$ cat config.mk
export PLATFORM = sky130hd
export DESIGN_NAME = rsv_pool
export DESIGN_NICKNAME = d
export VERILOG_FILES = /design/src/rtl/rsv_pool_pkg.sv /design/src/rtl/rsv_pool_ctrl.sv /design/src/rtl/rsv_pool_dpath.sv /design/src/rtl/rsv_pool.sv
export SDC_FILE = /design/constraint.sdc
export NUM_CORES = 1
export LEC_CHECK = 0
export ABC_AREA = 0
export BUFFER_PORTS_ARGS = -buffer_cell sky130_fd_sc_hd__buf_2
export CORE_ASPECT_RATIO = 1.75
export CORE_MARGIN = 3
export CORE_UTILIZATION = 50
export CTS_BUF_LIST = sky130_fd_sc_hd__clkbuf_8
export CTS_CLUSTER_DIAMETER = 120
export CTS_CLUSTER_SIZE = 30
export DETAILED_ROUTE_END_ITERATION = 7
export GPL_ROUTABILITY_DRIVEN = 1
export HOLD_SLACK_MARGIN = 0.02
export PLACE_DENSITY = 0.77
export RECOVER_POWER = 50
export SETUP_SLACK_MARGIN = 0.5
export SYNTH_ARGS = -nofsm -noshare
export SYNTH_HDL_FRONTEND = slang
export SYNTH_SLANG_ARGS = --single-unit
$ cat constraint.sdc
create_clock -name clk -period 10.5 [get_ports clk]
set_input_delay 2.1 -clock clk [delete_from_list [all_inputs] [get_ports clk]]
set_output_delay 2.1 -clock clk [all_outputs]
set_load 0.01 [all_outputs]
$ cat src/rtl/rsv_pool_pkg.sv
package rsv_pool_pkg;
  localparam int unsigned NUM_ENTRIES = 3;
  localparam int unsigned DATA_W      = 16;
  localparam int unsigned TAG_W       = $clog2(NUM_ENTRIES + 1);
  localparam int unsigned IDX_W       = (NUM_ENTRIES > 1) ? $clog2(NUM_ENTRIES) : 1;

  // Strobes from control to datapath.
  typedef struct packed {
    logic [NUM_ENTRIES-1:0] loadA;
    logic [NUM_ENTRIES-1:0] loadB;
    logic [NUM_ENTRIES-1:0] busA;   // 1: load from result bus, 0: from issue data
    logic [NUM_ENTRIES-1:0] busB;
    logic [IDX_W-1:0]       dispIdx;
  } rsStrobe_t;
endpackage

$ cat src/rtl/rsv_pool_ctrl.sv
module rsv_pool_ctrl
  import rsv_pool_pkg::*;
(
  input  logic                   clk,
  input  logic                   rstN,
  input  logic                   issueValid,
  input  logic [TAG_W-1:0]       issueTagA,
  input  logic [TAG_W-1:0]       issueTagB,
  input  logic                   bcastValid,
  input  logic [TAG_W-1:0]       bcastTag,
  input  logic                   dispReady,
  output logic                   issueReady,
  output logic [TAG_W-1:0]       issueTag,
  output logic                   dispValid,
  output logic [TAG_W-1:0]       dispTag,
  output logic [NUM_ENTRIES-1:0] busyVec,
  output rsStrobe_t              strobe
);
  logic [NUM_ENTRIES-1:0] readyVec;
  logic [NUM_ENTRIES-1:0] loadA, loadB, busA, busB;
  logic [IDX_W-1:0]       freeIdx, dispIdx;
  logic                   anyFree, issueFire, dispFire;
  logic                   hitIssueA, hitIssueB;

  // Lowest free slot and lowest ready slot.
  always_comb begin
    freeIdx = '0;
    anyFree = 1'b0;
    dispIdx = '0;
    for (int i = NUM_ENTRIES - 1; i >= 0; i--) begin
      if (!busyVec[i]) begin
        freeIdx = IDX_W'(i);
        anyFree = 1'b1;
      end
      if (readyVec[i]) dispIdx = IDX_W'(i);
    end
  end

  assign issueReady = anyFree;
  assign issueTag   = TAG_W'(freeIdx) + 1'b1;
  assign issueFire  = issueValid && anyFree;
  assign dispValid  = |readyVec;
  assign dispTag    = TAG_W'(dispIdx) + 1'b1;
  assign dispFire   = dispValid && dispReady;
  assign hitIssueA  = bcastValid && (bcastTag == issueTagA);
  assign hitIssueB  = bcastValid && (bcastTag == issueTagB);

  for (genvar g = 0; g < NUM_ENTRIES; g++) begin : gSlot
    localparam logic [TAG_W-1:0] MY_TAG = TAG_W'(g + 1);
    logic             busy, sent;
    logic [TAG_W-1:0] qA, qB;
    logic             alloc, wakeA, wakeB, selfDone;

    assign alloc    = issueFire && (freeIdx == IDX_W'(g));
    assign wakeA    = busy && (qA != '0) && bcastValid && (bcastTag == qA);
    assign wakeB    = busy && (qB != '0) && bcastValid && (bcastTag == qB);
    assign selfDone = busy && bcastValid && (bcastTag == MY_TAG);

    assign loadA[g] = alloc ? ((issueTagA == '0) || hitIssueA) : wakeA;
    assign loadB[g] = alloc ? ((issueTagB == '0) || hitIssueB) : wakeB;
    assign busA[g]  = alloc ? (issueTagA != '0) : 1'b1;
    assign busB[g]  = alloc ? (issueTagB != '0) : 1'b1;

    assign busyVec[g]  = busy;
    assign readyVec[g] = busy && !sent && (qA == '0) && (qB == '0);

    always_ff @(posedge clk) begin
      if (!rstN) begin
        busy <= 1'b0;
        sent <= 1'b0;
        qA   <= '0;
        qB   <= '0;
      end else if (alloc) begin
        busy <= 1'b1;
        sent <= 1'b0;
        qA   <= (issueTagA != '0 && !hitIssueA) ? issueTagA : '0;
        qB   <= (issueTagB != '0 && !hitIssueB) ? issueTagB : '0;
      end else if (busy) begin
        if (wakeA) qA <= '0;
        if (wakeB) qB <= '0;
        if (dispFire && dispIdx == IDX_W'(g)) sent <= 1'b1;
        if (selfDone) begin
          busy <= 1'b0;
          sent <= 1'b0;
        end
      end
    end
  end

  assign strobe = '{loadA: loadA, loadB: loadB, busA: busA, busB: busB, dispIdx: dispIdx};
endmodule

$ cat src/rtl/rsv_pool_dpath.sv
module rsv_pool_dpath
  import rsv_pool_pkg::*;
(
  input  logic              clk,
  input  logic              rstN,
  input  rsStrobe_t         strobe,
  input  logic [DATA_W-1:0] issueDataA,
  input  logic [DATA_W-1:0] issueDataB,
  input  logic [DATA_W-1:0] bcastData,
  output logic [DATA_W-1:0] dispOpA,
  output logic [DATA_W-1:0] dispOpB
);
  logic [DATA_W-1:0] valA [NUM_ENTRIES];
  logic [DATA_W-1:0] valB [NUM_ENTRIES];

  for (genvar g = 0; g < NUM_ENTRIES; g++) begin : gVal
    always_ff @(posedge clk) begin
      if (!rstN) begin
        valA[g] <= '0;
        valB[g] <= '0;
      end else begin
        if (strobe.loadA[g]) valA[g] <= strobe.busA[g] ? bcastData : issueDataA;
        if (strobe.loadB[g]) valB[g] <= strobe.busB[g] ? bcastData : issueDataB;
      end
    end
  end

  always_comb begin
    dispOpA = '0;
    dispOpB = '0;
    for (int i = 0; i < NUM_ENTRIES; i++) begin
      if (strobe.dispIdx == IDX_W'(i)) begin
        dispOpA = valA[i];
        dispOpB = valB[i];
      end
    end
  end
endmodule

$ cat src/rtl/rsv_pool.sv
module rsv_pool
  import rsv_pool_pkg::*;
(
  input  logic              clk,
  input  logic              rstN,
  input  logic              issueValid,
  input  logic [TAG_W-1:0]  issueTagA,
  input  logic [DATA_W-1:0] issueDataA,
  input  logic [TAG_W-1:0]  issueTagB,
  input  logic [DATA_W-1:0] issueDataB,
  output logic              issueReady,
  output logic [TAG_W-1:0]  issueTag,
  input  logic              bcastValid,
  input  logic [TAG_W-1:0]  bcastTag,
  input  logic [DATA_W-1:0] bcastData,
  output logic              dispValid,
  input  logic              dispReady,
  output logic [TAG_W-1:0]  dispTag,
  output logic [DATA_W-1:0] dispOpA,
  output logic [DATA_W-1:0] dispOpB
);
  rsStrobe_t              strobe;
  logic [NUM_ENTRIES-1:0] busyVec;

  rsv_pool_ctrl uCtrl (
    .clk(clk), .rstN(rstN),
    .issueValid(issueValid), .issueTagA(issueTagA), .issueTagB(issueTagB),
    .bcastValid(bcastValid), .bcastTag(bcastTag), .dispReady(dispReady),
    .issueReady(issueReady), .issueTag(issueTag),
    .dispValid(dispValid), .dispTag(dispTag),
    .busyVec(busyVec), .strobe(strobe)
  );

  rsv_pool_dpath uDpath (
    .clk(clk), .rstN(rstN), .strobe(strobe),
    .issueDataA(issueDataA), .issueDataB(issueDataB), .bcastData(bcastData),
    .dispOpA(dispOpA), .dispOpB(dispOpB)
  );
endmodule

==> results of run 1 <==
[layer usage]
| layer | vias to the layer above | global-route usage [%] | wire [microns] |
|---|---|---|---|
| li1 | 2838 | - | - |
| met1 | 3004 | 27.5 | 7400 |
| met2 | 342 | 41.9 | 10500 |
| met3 | 81 | 3.48 | 1370 |
| met4 | 0 | 14.6 | 1120 |
| met5 | - | 0 | 0 |
[tightest hold or removal path, stage by stage, from the launching register on]
cell	delay [ns]
sky130_fd_sc_hd__dfxtp_1	0.35
sky130_fd_sc_hd__a41oi_1	0.05
sky130_fd_sc_hd__nor2_1	0.08
[cells by family (layout without fill, tap and decap cells)]
family	count (synthesis)	count (layout)	synth area share (%)
and+or+nand+nor	177	177	15.6
AOI/OAI and AO/OA	245	245	20.2
buffers and inverters	79	141	4.95
xor gates and xnor gates	10	10	1.17
muxes	96	96	14.9
DFF	114	114	43.2
[final timing paths]
path	startpoint	to	slack, ns	cells after the start
hold / removal	uCtrl.gSlot[2].sent	uCtrl.gSlot[2].sent	0.52	2
setup reg to reg	uCtrl.gSlot[0].busy	uDpath.valA[2][9]	4.51	4
hold reg to reg	uCtrl.gSlot[2].sent	uCtrl.gSlot[2].sent	0.52	2
setup / recovery	rstN	uDpath.valB[2][11]	3.06	3
[layout by cell type (no fill, tap or decap), types with 6 or more instances in the layout]
cell | netlist | routed
sky130_fd_sc_hd__edfxtp_1 | 96 | 96
sky130_fd_sc_hd__mux2_1 | 37 | 37
sky130_fd_sc_hd__nand2_1 | 25 | 25
sky130_fd_sc_hd__nand3_1 | 13 | 13
sky130_fd_sc_hd__nor4b_1 | 32 | 32
sky130_fd_sc_hd__mux2_4 | 20 | 20
sky130_fd_sc_hd__dfxtp_1 | 18 | 18
sky130_fd_sc_hd__mux2_2 | 7 | 7
sky130_fd_sc_hd__clkbuf_8 | 0 | 17
sky130_fd_sc_hd__o21a_1 | 6 | 6
sky130_fd_sc_hd__o21ai_0 | 68 | 68
sky130_fd_sc_hd__a21boi_0 | 75 | 75
sky130_fd_sc_hd__mux2i_1 | 32 | 32
sky130_fd_sc_hd__xnor2_1 | 6 | 6
sky130_fd_sc_hd__clkbuf_1 | 53 | 8
sky130_fd_sc_hd__buf_4 | 4 | 7
sky130_fd_sc_hd__clkinv_2 | 0 | 6
sky130_fd_sc_hd__buf_2 | 12 | 91
sky130_fd_sc_hd__a21oi_1 | 70 | 70
sky130_fd_sc_hd__o211ai_1 | 9 | 9
sky130_fd_sc_hd__and3_1 | 64 | 64
[cells in the mapped netlist, types with 12 or more instances]
cell / count
sky130_fd_sc_hd__a21boi_0: 75
sky130_fd_sc_hd__a21oi_1: 70
sky130_fd_sc_hd__and3_1: 64
sky130_fd_sc_hd__buf_2: 12
sky130_fd_sc_hd__clkbuf_1: 53
sky130_fd_sc_hd__dfxtp_1: 18
sky130_fd_sc_hd__edfxtp_1: 96
sky130_fd_sc_hd__mux2_1: 37
sky130_fd_sc_hd__mux2_4: 20
sky130_fd_sc_hd__mux2i_1: 32
sky130_fd_sc_hd__nand2_1: 25
sky130_fd_sc_hd__nand3_1: 13
sky130_fd_sc_hd__nor4b_1: 32
sky130_fd_sc_hd__o21ai_0: 68
[through the flow]
step	instances	setup WS [ns]	utilization (%)
2_1_floorplan	721	5.74	-
3_3_place_gp	931	5.37	54.7
3_5_place_dp	931	5.34	54.7
4_1_cts	963	5.05	57.1
5_1_grt	963	2.72	57.0
6_report	963	3.06	57.0
[power groups by stage]
stage | combinational (mW) | sequential [mW] | clock [mW]
CTS | 0.184 | 0.526 | 0.372
global route | 0.201 | 0.528 | 0.390
finish | 0.186 | 0.527 | 0.371
floorplan | 0.125 | 0.531 | 0
detailed placement | 0.183 | 0.536 | 0
global placement | 0.178 | 0.535 | 0
[cell type report]
class                      count  area [sq um]  area share, %
clock buffer                  17           234           2.83
clock inverter                15           120           1.45
inverter                       3          11.3          0.136
multi-input combinational    528          3900           47.2
sequential                   114          3240           39.2
tap                          180           225           2.72
timing repair buffer         106           538           6.50
[state kept, by name, summed over array words and instances, names as in the netlist]
name              flops
uDpath.valA          48
uCtrl.gSlot.qA        6
uCtrl.gSlot.sent      3
uCtrl.gSlot.busy      3
uDpath.valB          48
uCtrl.gSlot.qB        6
==> flow_summary.toml, run 1 <==
[run]
max_cap_check_violation_count = 3

[clocking]
post_cts_resize_count = 0
postCtsSetupBuffers = 0
clock-root-buffer = "sky130_fd_sc_hd__clkbuf_8"
clk_pin_slew_ns = 0.07
cts_max_level = 4
cts_inserted_buffers = 17
cts_tree = "yes"
cts_hold_buf = 0
tritoncts_num_sinks = 114
clockBufferDepth = 2
clkLatencyLatePin_ns = 0.43

[floorplan]
die_width_microns = 98.6
ioPinCount = 97
start_util_pct = 51.7
die_height_microns = 168
core_area_sq_um = 14500
die_area_sq_um = 16600
floorplan.rows = 58

[timing]
timing.clock.skew_ns = 0.00871
timing_worst_slew_pin_value_ns = 4.25
timing.hold.ws_ns = 0.516
rsz_0062_raised_after_global_routing = "no"
timing.fmax_ghz = 0.134
final_min_period_over_clock_period_pct = 70.9
timing_hold_violations_final = 0
tightest_slew_margin_relative_to_the_limit_pct = -183
final.setup.tns_ns = 0
total_count_of_max_transition_violations_in_the_final_report = 210
finalSetupViolations = 0
layout_min_cycle_time_ns = 7.44

[route]
route.vias.total = 6265
viasPerCell = 6.51
drt_wl_total_microns = 20400
drcViolationCount = 0
drtIter0Drc = 554
drt_first_pass_iters = 5
wl_per_cell_microns = 21.2
ant_nets = 0

[power]
static-leakage-power_nw = 3.22
switching_fraction_of_total_power_pct = 28.4
p_comb_share_pct = 17.1
power.switching_uw = 308
irDropWorstVdd_v = 0.0000704
power_per_cell_area_nw_per_um2 = 131
post-layout-total-power_mw = 1.08
cellInternalPower_uw = 776
p_clk_share_pct = 34.3
seq_power_share_pct = 48.6

[critical_path]
worstSetupEndpointType = "flip-flop"
crit_path_slowest_cell = "sky130_fd_sc_hd__clkbuf_1"
crit_type = "primary input to flip-flop"
cp.required_ns = 10.26
buf_inv_on_cp = 2
critical_path.top_delay_family = "buffers and inverters"
crit_fanout = 119
timing.critical_path.arrival_ns = 7.20
crit_path_cell_trace = "buf_2 -> clkbuf_1 -> nand3_1"
crit_path_max_incr_delay_ns = 2.96
setup.worst_path.start_class = "primary input"

[synth]
synth-seq-cells = 114
yosys-top-cells-area = "sky130_fd_sc_hd__edfxtp_1 (38%), sky130_fd_sc_hd__a21boi_0 (7.5%), sky130_fd_sc_hd__mux2_1 (5.6%)"
syn-instance-count = 721
synth_area_leader_cell = "sky130_fd_sc_hd__edfxtp_1"
synth_top_flop_cell = "sky130_fd_sc_hd__edfxtp_1"
synth-warning-count = 0
syn_area_sq_um = 7500
synth.lib_cells_used.distinct = 52
synth_async_reset_ratio_pct = 0
yosys.area.top_type_share_pct = 38.4
synth-edff-count = 96
synthesis.nets = 780
synth.avg_cell_area_sq_um = 10.4
seq_area_frac_synth_pct = 43.2

[finish]
final_area_sq_um = 8270
antenna-diode-count = 0
drive_above_1_share_pct = 23.1
layout_net_count = 829
flow.area_growth_from_synthesis_pct = 10.2
filler_cell_count = 1224

[global_routing]
grtUsageTotal_pct = 24.0
global_route_wire_length_before_repair_microns = 31600
grt_start_max_net_pins = 120
antenna_found_initial = 0
globalRoute.totalOverflow = 0
number_of_global_route_vias_before_repair = 6090

[status]
status = "finished, violations left"
failed_checks = "max-capacitance violations, max-slew violations"

[place]
post-dp-hpwl_microns = 13800
routabilityCongestion = 0.868
placement.cell_area_sq_um = 7940
portBuffers = 96

[min_path]
hold_path_class = "flip-flop to flip-flop"
No activity file was read; power rests on OpenSTA's default activity.
==> run 2, diff against run 1 <==
--- a/config.mk
+++ b/config.mk
@@ -16,7 +16,7 @@
 export DETAILED_ROUTE_END_ITERATION = 7
 export GPL_ROUTABILITY_DRIVEN = 1
 export HOLD_SLACK_MARGIN = 0.02
-export PLACE_DENSITY = 0.77
+export PLACE_DENSITY = 0.79
 export RECOVER_POWER = 50
 export SETUP_SLACK_MARGIN = 0.5
 export SYNTH_ARGS = -nofsm -noshare
==> constraint.sdc (replaced) <==
create_clock -name clk -period 6.63 [get_ports clk]
set_input_delay 1.326 -clock clk [delete_from_list [all_inputs] [get_ports clk]]
set_output_delay 1.326 -clock clk [all_outputs]
set_load 0.01 [all_outputs]
==> flow_summary.toml, run 2 (same netlist as run 1, synthesis figures left out) <==
[status]
status = "finished, violations left"
failed_checks = "max-capacitance violations, max-slew violations"

[timing]
final.setup.tns_ns = 0
layout_min_cycle_time_ns = 5.09
rsz_0062_raised_after_global_routing = "no"
finalSetupViolations = 0
timing_worst_slew_pin_value_ns = 2.90
tightest_slew_margin_relative_to_the_limit_pct = -95.1
timing.fmax_ghz = 0.197
timing.clock.skew_ns = 0.0141
total_count_of_max_transition_violations_in_the_final_report = 229
final_min_period_over_clock_period_pct = 76.7
timing_hold_violations_final = 0

[clocking]
clock-root-buffer = "sky130_fd_sc_hd__clkbuf_8"
cts_tree = "yes"
cts_max_level = 4
tritoncts_num_sinks = 114
clk_pin_slew_ns = 0.08
postCtsSetupBuffers = 0
post_cts_resize_count = 0
clkLatencyLatePin_ns = 0.44
cts_inserted_buffers = 17
cts_hold_buf = 0
clockBufferDepth = 2

[finish]
area.sequential_sq_um = 3240
filler_cell_count = 1262
postLayoutCoreUtil_pct = 57.3
multi_input_comb_area_sq_um = 3880
largest_registers = "uDpath.valA: 48 flops, uDpath.valB: 48 flops"
layout_net_count = 828
flow.area_growth_from_synthesis_pct = 10.7
drive_above_1_share_pct = 22.5
layout.cells.most_common_list = "sky130_fd_sc_hd__edfxtp_1 (96), sky130_fd_sc_hd__buf_2 (90), sky130_fd_sc_hd__a21boi_0 (75)"
final_common_cell = "sky130_fd_sc_hd__edfxtp_1"
antenna-diode-count = 0

[route]
drt_first_pass_iters = 6
route.vias.total = 6243
wl_per_cell_microns = 21.0
drt_wl_total_microns = 20200
drtIter0Drc = 581
ant_nets = 0
drcViolationCount = 0
viasPerCell = 6.49

[floorplan]
die_height_microns = 168
floorplan.rows = 58
ioPinCount = 97
core_area_sq_um = 14500
die_width_microns = 98.6
start_util_pct = 51.7
die_area_sq_um = 16600

[critical_path]
crit_fanout = 71
setup.worst_path.start_class = "primary input"
crit_path_slowest_cell = "sky130_fd_sc_hd__and4b_1"
setup.reg_to_reg.worst_slack_ns = 1.99
crit_path_max_incr_delay_ns = 1.59
cp.required_ns = 6.69
timing.critical_path.arrival_ns = 5.15
worstSetupEndpointType = "flip-flop"
crit_path_cell_trace = "clkbuf_1 -> and4b_1 -> o21ai_1 -> nand3_1"
crit_type = "primary input to flip-flop"

[global_routing]
global_route_wire_length_before_repair_microns = 31800
globalRoute.totalOverflow = 0
groute.layer.met1.usage_pct = 27.7
grtUsageMet2_pct = 42.5
antenna_found_initial = 0
met3_usage_pct = 4.64
grtUsageTotal_pct = 24.1
number_of_global_route_vias_before_repair = 6043
grt_start_max_net_pins = 73
globalRoute.busiestLayer = "met2"

[place]
post-dp-hpwl_microns = 13900
portBuffers = 96
routabilityCongestion = 0.910

[power]
static-leakage-power_nw = 3.24
irDropWorstVdd_v = 0.000143
post-layout-total-power_mw = 1.81
power_per_cell_area_nw_per_um2 = 218

[min_path]
hold_path_class = "flip-flop to flip-flop"

[run]
max_cap_check_violation_count = 5
-- run 2: cell count changes in the layout (fill, tap and decap cells not counted), sizes merged --
cell	before	now
bufinv	1	3
buf	98	97
clkinvlp	4	2
inv	5	6
clkinv	8	7
-- run 2: where the power goes --
| part | internal, mW | switching [mW] | total (mW) | leakage (nW) |
|---|---|---|---|---|
| Sequential | 0.817 | 0.0174 | 0.834 | 1.15 |
| Combinational | 0.118 | 0.172 | 0.291 | 1.89 |
| Clock | 0.375 | 0.313 | 0.688 | 0.206 |
-- run 2: path summary, 6_finish.rpt --
check                       from                  end  cells past startpoint
max reg2reg  uCtrl.gSlot[0].busy    uDpath.valB[2][5]                      3
max                   issueValid    uDpath.valB[2][5]                      4
min reg2reg  uCtrl.gSlot[2].sent  uCtrl.gSlot[2].sent                      2
min          uCtrl.gSlot[2].sent  uCtrl.gSlot[2].sent                      2
-- run 2: layout make-up --
| cell class | count | area share, % |
|---|---|---|
| multi-input cells | 528 | 46.7 |
| flip-flops and latches | 114 | 39.0 |
| repair buffers | 105 | 6.41 |
| clock buffers | 17 | 2.82 |
| well taps | 180 | 2.71 |
| clock inverters | 15 | 2.20 |
| inverters | 3 | 0.136 |
-- run 2: critical path, delay by kind of cell --
| family | cells | cell delay, ns |
|---|---|---|
| buffers and inverters | 1 | 0.21 |
| AO/OA/AOI/OAI | 1 | 1.03 |
| AND/OR/NAND/NOR | 2 | 2.52 |
-- run 2: through the flow --
stage                     hold WS, ns  setup WS [ns]  cells  cell area, sq um
after floorplan                 0.477           2.65    721              7500
after global placement          0.499           2.43    930              7930
after detailed placement        0.505           2.32    930              7930
after CTS                       0.521           1.97    962              8350
after global routing            0.544           1.22    962              8310
final                           0.514           1.54    962              8310
-- run 2: layer usage --
layer | share of wire, % | wire length, microns
met5 | 0 | 0
met4 | 4.2 | 844
met3 | 7.9 | 1590
met2 | 52 | 10500
met1 | 36 | 7240
